### src/rtl/dither_requant_pkg.sv
package dither_requant_pkg;
  localparam int unsigned GEN_W = 32;
  localparam int unsigned N_GEN = 2;
  // feedback masks, bit i set means state bit i enters the XOR
  localparam logic [N_GEN-1:0][GEN_W-1:0] GEN_TAPS = {32'h8000_0057, 32'h8020_0003};
  localparam logic [N_GEN-1:0][GEN_W-1:0] GEN_INIT = {32'h2545_F491, 32'h0000_0001};
endpackage

### src/rtl/prng_shift.sv
module prng_shift #(
  parameter int unsigned W = 32,
  parameter logic [W-1:0] TAPS = '1,
  parameter logic [W-1:0] INIT = 1
) (
  input  logic         clk_i,
  input  logic         rst_ni,
  input  logic         load_i,
  input  logic [W-1:0] seed_i,
  input  logic         adv_i,
  output logic [W-1:0] state_o
);
  logic fb;
  assign fb = ^(state_o & TAPS);

  always_ff @(posedge clk_i or negedge rst_ni) begin
    if (!rst_ni)      state_o <= INIT;
    else if (load_i)  state_o <= (seed_i == '0) ? INIT : seed_i;
    else if (adv_i)   state_o <= {state_o[W-2:0], fb};
  end
endmodule

### src/rtl/tpdf_source.sv
module tpdf_source
  import dither_requant_pkg::*;
#(
  parameter int unsigned FRAC_W = 8
) (
  input  logic                    clk_i,
  input  logic                    rst_ni,
  input  logic                    load_i,
  input  logic [GEN_W-1:0]        seed_a_i,
  input  logic [GEN_W-1:0]        seed_b_i,
  input  logic                    adv_i,
  output logic signed [FRAC_W:0]  dither_o,
  output logic [GEN_W-1:0]        state_a_o,
  output logic [GEN_W-1:0]        state_b_o
);
  localparam int unsigned CW = FRAC_W;
  localparam logic signed [CW-1:0] CENTRE = CW'(1 << (FRAC_W - 2));

  logic [N_GEN-1:0][GEN_W-1:0] seeds, states;
  logic signed [N_GEN-1:0][CW-1:0] comp;

  assign seeds = {seed_b_i, seed_a_i};

  for (genvar g = 0; g < N_GEN; g++) begin : g_gen
    prng_shift #(.W(GEN_W), .TAPS(GEN_TAPS[g]), .INIT(GEN_INIT[g])) u_prng (
      .clk_i, .rst_ni, .load_i, .seed_i(seeds[g]), .adv_i, .state_o(states[g])
    );
    // half output LSB span, centred on zero
    assign comp[g] = $signed({1'b0, states[g][FRAC_W-1:1]}) - CENTRE;
  end

  assign dither_o  = (FRAC_W+1)'($signed(comp[0])) + (FRAC_W+1)'($signed(comp[1]));
  assign state_a_o = states[0];
  assign state_b_o = states[1];
endmodule

### src/rtl/round_sat.sv
module round_sat #(
  parameter int unsigned IN_W  = 24,
  parameter int unsigned OUT_W = 16
) (
  input  logic signed [IN_W-1:0]        x_i,
  input  logic signed [IN_W-OUT_W:0]    d_i,
  input  logic                          en_i,
  output logic signed [OUT_W-1:0]       y_o
);
  localparam int unsigned FRAC_W = IN_W - OUT_W;
  localparam int unsigned SW = IN_W + 2;
  localparam logic signed [SW-1:0] HALF = SW'(1 << (FRAC_W - 1));
  localparam logic signed [SW-1:0] QMAX = SW'((1 << (OUT_W - 1)) - 1);
  localparam logic signed [SW-1:0] QMIN = -SW'(1 << (OUT_W - 1));

  logic signed [SW-1:0] sum, q;

  always_comb begin
    sum = SW'(x_i) + (en_i ? SW'(d_i) : '0) + HALF;
    q   = sum >>> FRAC_W;
    if (q > QMAX)      y_o = QMAX[OUT_W-1:0];
    else if (q < QMIN) y_o = QMIN[OUT_W-1:0];
    else               y_o = q[OUT_W-1:0];
  end
endmodule

### src/rtl/dither_requant.sv
module dither_requant
  import dither_requant_pkg::*;
#(
  parameter int unsigned IN_W  = 24,
  parameter int unsigned OUT_W = 16
) (
  input  logic                    clk_i,
  input  logic                    rst_ni,
  input  logic                    in_valid_i,
  output logic                    in_ready_o,
  input  logic signed [IN_W-1:0]  in_data_i,
  input  logic                    dither_en_i,
  input  logic                    seed_load_i,
  input  logic [GEN_W-1:0]        seed_a_i,
  input  logic [GEN_W-1:0]        seed_b_i,
  output logic                    out_valid_o,
  output logic signed [OUT_W-1:0] out_data_o
);
  localparam int unsigned FRAC_W = IN_W - OUT_W;

  logic                    accept;
  logic signed [FRAC_W:0]  dither;
  logic signed [OUT_W-1:0] reduced;
  logic [GEN_W-1:0]        gen_a_st, gen_b_st;

  assign in_ready_o = ~seed_load_i;
  assign accept     = in_valid_i & in_ready_o;

  tpdf_source #(.FRAC_W(FRAC_W)) u_src (
    .clk_i, .rst_ni, .load_i(seed_load_i), .seed_a_i, .seed_b_i,
    .adv_i(accept), .dither_o(dither), .state_a_o(gen_a_st), .state_b_o(gen_b_st)
  );

  round_sat #(.IN_W(IN_W), .OUT_W(OUT_W)) u_rs (
    .x_i(in_data_i), .d_i(dither), .en_i(dither_en_i), .y_o(reduced)
  );

  always_ff @(posedge clk_i or negedge rst_ni) begin
    if (!rst_ni) begin
      out_valid_o <= 1'b0;
      out_data_o  <= '0;
    end else begin
      out_valid_o <= accept;
      if (accept) out_data_o <= reduced;
    end
  end
endmodule

### config.mk
export PLATFORM = sky130hd
export DESIGN_NAME = dither_requant
export DESIGN_NICKNAME = d
export VERILOG_FILES = /design/src/rtl/dither_requant_pkg.sv /design/src/rtl/prng_shift.sv /design/src/rtl/tpdf_source.sv /design/src/rtl/round_sat.sv /design/src/rtl/dither_requant.sv
export SDC_FILE = /design/constraint.sdc
export NUM_CORES = 1
export LEC_CHECK = 0
export BUFFER_PORTS_ARGS = -buffer_cell sky130_fd_sc_hd__clkbuf_2
export CAP_MARGIN = 20
export CORE_MARGIN = 5
export CORE_UTILIZATION = 50
export CTS_BUF_LIST = sky130_fd_sc_hd__clkbuf_2
export CTS_CLUSTER_DIAMETER = 30
export DETAILED_ROUTE_END_ITERATION = 10
export PLACE_DENSITY = 0.74
export SLEW_MARGIN = 20
export SYNTH_ARGS = -nofsm -noshare
export SYNTH_HDL_FRONTEND = slang
export SYNTH_SLANG_ARGS = --single-unit
### constraint.sdc
create_clock -name clk_i -period 9.62 [get_ports clk_i]
set_input_delay 0.962 -clock clk_i [delete_from_list [all_inputs] [get_ports clk_i]]
set_output_delay 0.962 -clock clk_i [all_outputs]
set_load 0.01 [all_outputs]
==> results of run 1 <==
[through the flow]
| stage | setup WS, ns | hold slack [ns] | total power [mW] | utilization, % | instance area, um^2 |
|---|---|---|---|---|---|
| global placement | 4.280 | 0.4770 | 0.8695 | 56.78 | 6128 |
| floorplan | 5.015 | 0.4648 | 0.7464 | - | 5488 |
| detailed placement | 4.070 | 0.5015 | 0.8848 | 56.78 | 6128 |
| global route | 3.564 | 0.4203 | 1.115 | 57.72 | 6230 |
| finish | 4.054 | 0.3797 | 1.035 | 57.72 | 6230 |
| CTS | 4.068 | 0.5360 | 1.041 | 57.64 | 6221 |
[placed cells by master, fill, tap and decap left out, drive strengths merged, types with 5 or more instances in the layout]
master and count:
dfrtp 66, nand2 86, clkbuf 117, o21ai 62, a21oi 36, nand4 8
inv 14, mux2i 62, ha 53, nor2 26, a21o 8, o311ai 15
dfstp 15, and2 5, a211oi 6, xor2 12, xnor2 14, a31oi 5
nor2b 7, nor4 17
[state kept, by name, summed over array words and instances, names as in the netlist]
register / cells
out_valid_o: 1
u_src.g_gen.u_prng.state_o: 64
out_data_o: 16
[final cells by class]
class	instances	area, um^2
fillers	957	4563
multi-input cells	455	3286
flip-flops and latches	81	2046
repair buffers	112	574.3
well taps	140	175.2
inverters	15	56.30
clock inverters	7	47.55
clock buffers	9	45.04
[worst reg2reg max path: cells and delay by family (launching register included)]
kind	cells	cell delay, ns
compound gates	11	2.72
fa+ha+maj	4	1.27
xor+xnor	1	0.17
simple gates	3	0.43
flops	1	0.46
buf+inv	2	0.37
[where the power goes]
| group | switching, mW | leakage (nW) | internal [mW] |
|---|---|---|---|
| Sequential | 0.0399 | 0.955 | 0.405 |
| Combinational | 0.249 | 2.07 | 0.186 |
| Clock | 0.123 | 0.0476 | 0.0325 |
| Total | 0.412 | 3.07 | 0.623 |
[cells by family after synthesis]
family | synth area share, %
buffers and inverters | 2.987
and+or+nand+nor | 13.57
muxes | 11.31
AOI/OAI and AO/OA | 18.13
xor gates and xnor gates | 4.286
adders and majority gates | 12.45
DFF | 37.28
[metal layers]
layer | GRT usage, % | vias up | routed length (um)
li1 | - | 2312 | -
met1 | 27.88 | 2176 | 6031
met2 | 31.86 | 126 | 6007
met3 | 4.000 | 18 | 745
met4 | 6.495 | 0 | 212
met5 | 0 | - | 0
[worst max-delay path by stage]
stage | from | to | slack [ns]
global route | u_src.g_gen[1].u_prng.state_o[1] | out_data_o[3] | 3.56
floorplan | u_src.g_gen[0].u_prng.state_o[1] | out_data_o[12] | 5.02
CTS | u_src.g_gen[0].u_prng.state_o[1] | out_data_o[0] | 4.07
finish | u_src.g_gen[0].u_prng.state_o[1] | out_data_o[0] | 4.05
detailed placement | u_src.g_gen[0].u_prng.state_o[1] | out_data_o[1] | 4.07
global placement | u_src.g_gen[0].u_prng.state_o[1] | out_data_o[3] | 4.28
==> results.json, run 1 <==
{
  "synth_top_cell_by_area": "dfrtp_1",
  "crit_buf_inv": 2,
  "r2r-start": "u_src.g_gen[0].u_prng.state_o[1]",
  "critPathTopFamily": "compound AO/OA/AOI/OAI gates",
  "r2r_end": "out_data_o[0]",
  "tightest_slew_ns": 1.057,
  "drv_slew": 0,
  "outcome": "complete, no violations",
  "ys_seq_elements": 81,
  "grt_pass1_vias": 4637,
  "dp_hpwl_mm": 9.939,
  "cpMaxStageDelayCell": "a211oi_2",
  "die_w_um": 114.8,
  "grt_overflow": 0,
  "netlist_top_cells_area": "dfrtp_1 30%, ha_1 12%, mux2i_1 11%",
  "synth_common_cells": "86 x nand2_1, 66 x dfrtp_1, 62 x mux2i_1, 62 x o21ai_0, 53 x ha_1",
  "worstPathRequired_ns": 10.00,
  "setup-tns-final_ns": 0,
  "synth_area_um2": 5488,
  "drc_errors": 0,
  "ir_drop_uv": 87.74,
  "finalWorstPathRequiredPeriod_ns": 5.566,
  "post_cts_resize_count": 0,
  "grt_antenna_before_repair": 0,
  "cts_buffers": 9,
  "drive_above_1_share_pct": 22.83,
  "die_h_um": 114.8,
  "crit_type": "flip-flop to flip-flop",
  "endpoint_kind": "flip-flop",
  "ant_nets": 0,
  "start_util_pct": 50.85,
  "final_nets": 821,
  "skew_ns": 0.03710,
  "cp.arrival_ns": 5.95,
  "postCtsSetupRepairBufs": 0,
  "setup_violations": 0,
  "async_reset_ff_share_pct": 100.0,
  "placedCellCount": 803,
  "clk_pin_slew_worst_paths_ns": 0.25,
  "cts_sinks": 81,
  "ys_types": 54,
  "syn_to_final_growth_pct": 13.52,
  "clk_latency_ns": 0.56,
  "num_antenna_cells": 0,
  "pin_count": 111,
  "track_usage_pct": 20.11,
  "yosysWarnings": 0,
  "vias": 4632,
  "synth_top_area_share_pct": 30.10,
  "r2r_cells": 21,
  "hp-class": "primary input to asynchronous set/reset pin",
  "wirelength_mm": 13.00,
  "synth_edf_count": 0,
  "max_freq_mhz": 179.7,
  "stdcell_count": 819,
  "drtIter0Drc": 310,
  "synth-main-ff-cell": "dfrtp_1",
  "syn_area_per_cell_um2": 9.511,
  "viasPerCell": 5.656,
  "place_congestion": 0.8700,
  "yosysMostFrequentCell": "nand2_1",
  "grt_max_degree": 82,
  "core_um2": 10790,
  "rsz0062_at_grt": "false",
  "p_per_area_nw_per_um2": 166.2,
  "p_leak_nw": 3.071,
  "slowest_delay_ns": 0.88,
  "grt_pass1_wl_mm": 21.49,
  "crit_fanout": 16,
  "first_pass_iters": 4,
  "cp.depth": 21,
  "wl_per_cell_um": 15.87,
  "min_period_over_period_pct": 57.85,
  "synth_fp_nets": 724,
  "num_rows": 38,
  "cts_hold_buf": 0,
  "reg2reg_slack_ns": 4.05,
  "slew_headroom_pct": 29.56,
  "dieArea_um2": 13170,
  "start_kind": "flip-flop",
  "finalHoldViolCount": 0,
  "seq_area_frac_synth_pct": 37.28,
  "cts_max_path_buffers": 2,
  "worstPathCellList": "ha_1, inv_1, fa_1, nor2b_1, o21ai_0, nand2b_1, a21o_1, a21oi_1, and3b_1, o21ai_0, inv_1, ha_1, ha_1, a21oi_1, o21ai_0, a21o_4, a2111oi_4, o31ai_4, xnor2_2, a211oi_2, o311ai_0",
  "synthCells": 577,
  "port_buffers": 110,
  "htree_num_levels": 3,
  "clock-root-buffer": "clkbuf_2",
  "cap_violations": 0,
  "cts_tree": "done"
}
Power figures use the tool's default switching activity.
==> run 2: changes to the inputs <==
--- a/config.mk
+++ b/config.mk
@@ -12,7 +12,7 @@
 export CTS_BUF_LIST = sky130_fd_sc_hd__clkbuf_2
 export CTS_CLUSTER_DIAMETER = 30
 export DETAILED_ROUTE_END_ITERATION = 10
-export PLACE_DENSITY = 0.74
+export PLACE_DENSITY = 0.77
 export SLEW_MARGIN = 20
 export SYNTH_ARGS = -nofsm -noshare
 export SYNTH_HDL_FRONTEND = slang
==> constraint.sdc (replaced) <==
create_clock -name clk_i -period 4.6 [get_ports clk_i]
set_input_delay 0.46 -clock clk_i [delete_from_list [all_inputs] [get_ports clk_i]]
set_output_delay 0.46 -clock clk_i [all_outputs]
set_load 0.01 [all_outputs]
==> run 2 against run 1 <==
The run now ends with setup timing left. Hold slack got worse by 0.31 ns. Cell count rose by 4.8%. Clock skew fell by 0.0059 ns. Register-to-register slack got worse by 4.2 ns. Non-clock buffer count rose by 38. Fmax rose by 18%. Core utilization rose by 7.4 points.
==> results.json, run 2 (synthesis gave the netlist of run 1 again) <==
{
  "violations": "setup timing",
  "dieArea_um2": 13170,
  "worstPathRequired_ns": 5.08,
  "htree_num_levels": 3,
  "cts_max_path_buffers": 2,
  "final_nets": 860,
  "p_leak_nw": 3.284,
  "syn_to_final_growth_pct": 28.11,
  "clock-root-buffer": "clkbuf_2",
  "setup_ws_ns": -0.1259,
  "fin_area_um2": 7030,
  "reg.largest.list": "u_src.g_gen.u_prng.state_o (64), out_data_o (16), out_valid_o (1)",
  "core_um2": 10790,
  "skew_ns": 0.03117,
  "outcome": "finished, violations left",
  "drv_slew": 0,
  "grt_pass1_vias": 4966,
  "grt_max_degree": 82,
  "grt_pass1_wl_mm": 22.78,
  "largest_register_ffs": 64,
  "cp.arrival_ns": 5.21,
  "clkPwrFrac_pct": 14.1,
  "holdWs_ns": 0.06556,
  "pwr-share-seq_pct": 36.9,
  "place_congestion": 0.9552,
  "grt_antenna_before_repair": 0,
  "max_freq_mhz": 211.6,
  "finalHoldViolCount": 0,
  "fill_cells": 835,
  "ant_nets": 0,
  "dp_hpwl_mm": 9.808,
  "combPwrFrac_pct": 49.0,
  "track_usage_pct": 21.35,
  "drive_above_1_share_pct": 35.65,
  "wirelength_mm": 15.14,
  "ir_drop_uv": 202.2,
  "crit_type": "flip-flop to flip-flop",
  "p_int_mw": 1.507,
  "finalWorstPathRequiredPeriod_ns": 4.726,
  "first_pass_iters": 5,
  "crit_fanout": 7,
  "start_util_pct": 50.85,
  "cts_sinks": 81,
  "dpl-instance-area_um2": 6246,
  "drc_errors": 0,
  "p_sw_mw": 1.008,
  "slew_headroom_pct": 31.17,
  "min_period_over_period_pct": 102.7,
  "viasPerCell": 5.845,
  "clk_latency_ns": 0.59,
  "port_buffers": 110,
  "regMostFlops": "u_src.g_gen.u_prng.state_o",
  "cts_buffers": 9,
  "min_path_cells": 3,
  "wl_per_cell_um": 17.64,
  "die_h_um": 114.8,
  "grt_overflow": 0,
  "start_kind": "flip-flop",
  "num_rows": 38,
  "vias": 5015,
  "clk_pin_slew_worst_paths_ns": 0.25,
  "endpoint_kind": "flip-flop",
  "final_common_cell": "clkbuf_2",
  "setup_violations": 15,
  "hp-class": "primary input to flip-flop",
  "r2r_cells": 22,
  "tightest_slew_ns": 1.032,
  "p_per_area_nw_per_um2": 357.8,
  "cap_violations": 0,
  "cts_tree": "done",
  "drtIter0Drc": 304,
  "pin_count": 111,
  "swShare_pct": 40.09,
  "most-common-layout-cells": "117 x clkbuf_2, 83 x nand2_1, 65 x dfrtp_1",
  "die_w_um": 114.8,
  "num_antenna_cells": 0,
  "rsz0062_at_grt": "true"
}
-- run 2: cell count changes in the layout (fill, tap and decap cells not counted), sizes merged --
cell,previous run,this run
buf,4,41
clkinv,4,5
clkinvlp,4,2
dlygate4sd3,0,1
inv,14,16
-- run 2: through the flow --
stage / instances / setup slack, ns / util (%) / power [mW] / TNS [ns]
floorplan: 577 / 0.04864 / - / 1.561 / 0
global placement: 817 / -0.02360 / 57.87 / 1.825 / -0.08899
detailed placement: 817 / -0.2447 / 57.87 / 1.871 / -3.285
CTS: 847 / 0.01008 / 61.66 / 2.333 / 0
global route: 858 / -0.3325 / 65.14 / 2.668 / -4.107
finish: 858 / -0.1259 / 65.14 / 2.515 / -1.186
-- run 2: cell type report --
cell class | count | area (um^2) | area share (%)
clock buffers | 9 | 45.04 | 0.6407
clock inverters | 7 | 53.80 | 0.7653
inverters | 15 | 61.31 | 0.8720
multi-input cells | 455 | 3747 | 53.30
flip-flops and latches | 81 | 2047 | 29.12
well taps | 140 | 175.2 | 2.492
repair buffers | 150 | 893.4 | 12.71
repair inverters | 1 | 7.507 | 0.1068
-- run 2: per-layer routing --
metal  vias to the layer above  part of all wire (%)  GRT usage, %
li1                       2383                     -             -
met1                      2425                    40         26.62
met2                       167                    53         36.98
met3                        40                   5.2         4.105
met4                         0                   2.4         7.668
met5                         -                     0             0
-- run 2: what timing repair did --
item                                   4_1_cts  5_1_grt
buffers inserted                            12       10
pin swaps                                   13       30
setup endpoints to repair                   15       15
endpoints found under the hold margin        0       66
gates resized for setup                     40       47
gates cloned                                 2        0
hold buffers                                 0        1
-- run 2: power by group through the flow --
stage / combinational [mW] / clock [mW] / sequential (mW)
2_1_floorplan: 0.611 / 0 / 0.950
3_3_place_gp: 0.896 / 0 / 0.928
3_5_place_dp: 0.934 / 0 / 0.937
4_1_cts: 1.04 / 0.364 / 0.924
5_1_grt: 1.33 / 0.394 / 0.944
6_report: 1.23 / 0.356 / 0.928
-- run 2: worst max-delay path, cell delays in order, from the launching register on --
cell       delay (ns)
dfrtp_1          0.42
ha_2             0.19
inv_2            0.04
fa_2             0.36
nor2b_4          0.15
o21ai_2          0.06
nand2b_1         0.10
a21o_1           0.14
a21oi_2          0.06
and3b_2          0.21
o21ai_4          0.23
clkinv_4         0.20
ha_4             0.29
ha_4             0.25
a21oi_2          0.16
o21ai_2          0.09
a21o_4           0.22
a2111oi_4        0.42
o31ai_4          0.12
xnor2_2          0.16
a211oi_2         0.34
buf_4            0.25
o311ai_2         0.13
-- run 2: worst paths after layout --
path / from / end / slack [ns]
min in group asynchronous: rst_ni / out_data_o[1] / 0.45
hold / removal: seed_b_i[22] / u_src.g_gen[1].u_prng.state_o[22] / 0.07
setup reg to reg: u_src.g_gen[1].u_prng.state_o[1] / out_data_o[10] / -0.13
setup / recovery: u_src.g_gen[1].u_prng.state_o[1] / out_data_o[10] / -0.13
hold reg to reg: u_src.g_gen[0].u_prng.state_o[0] / u_src.g_gen[0].u_prng.state_o[0] / 0.51
max in group asynchronous: rst_ni / u_src.g_gen[1].u_prng.state_o[2] / 3.64
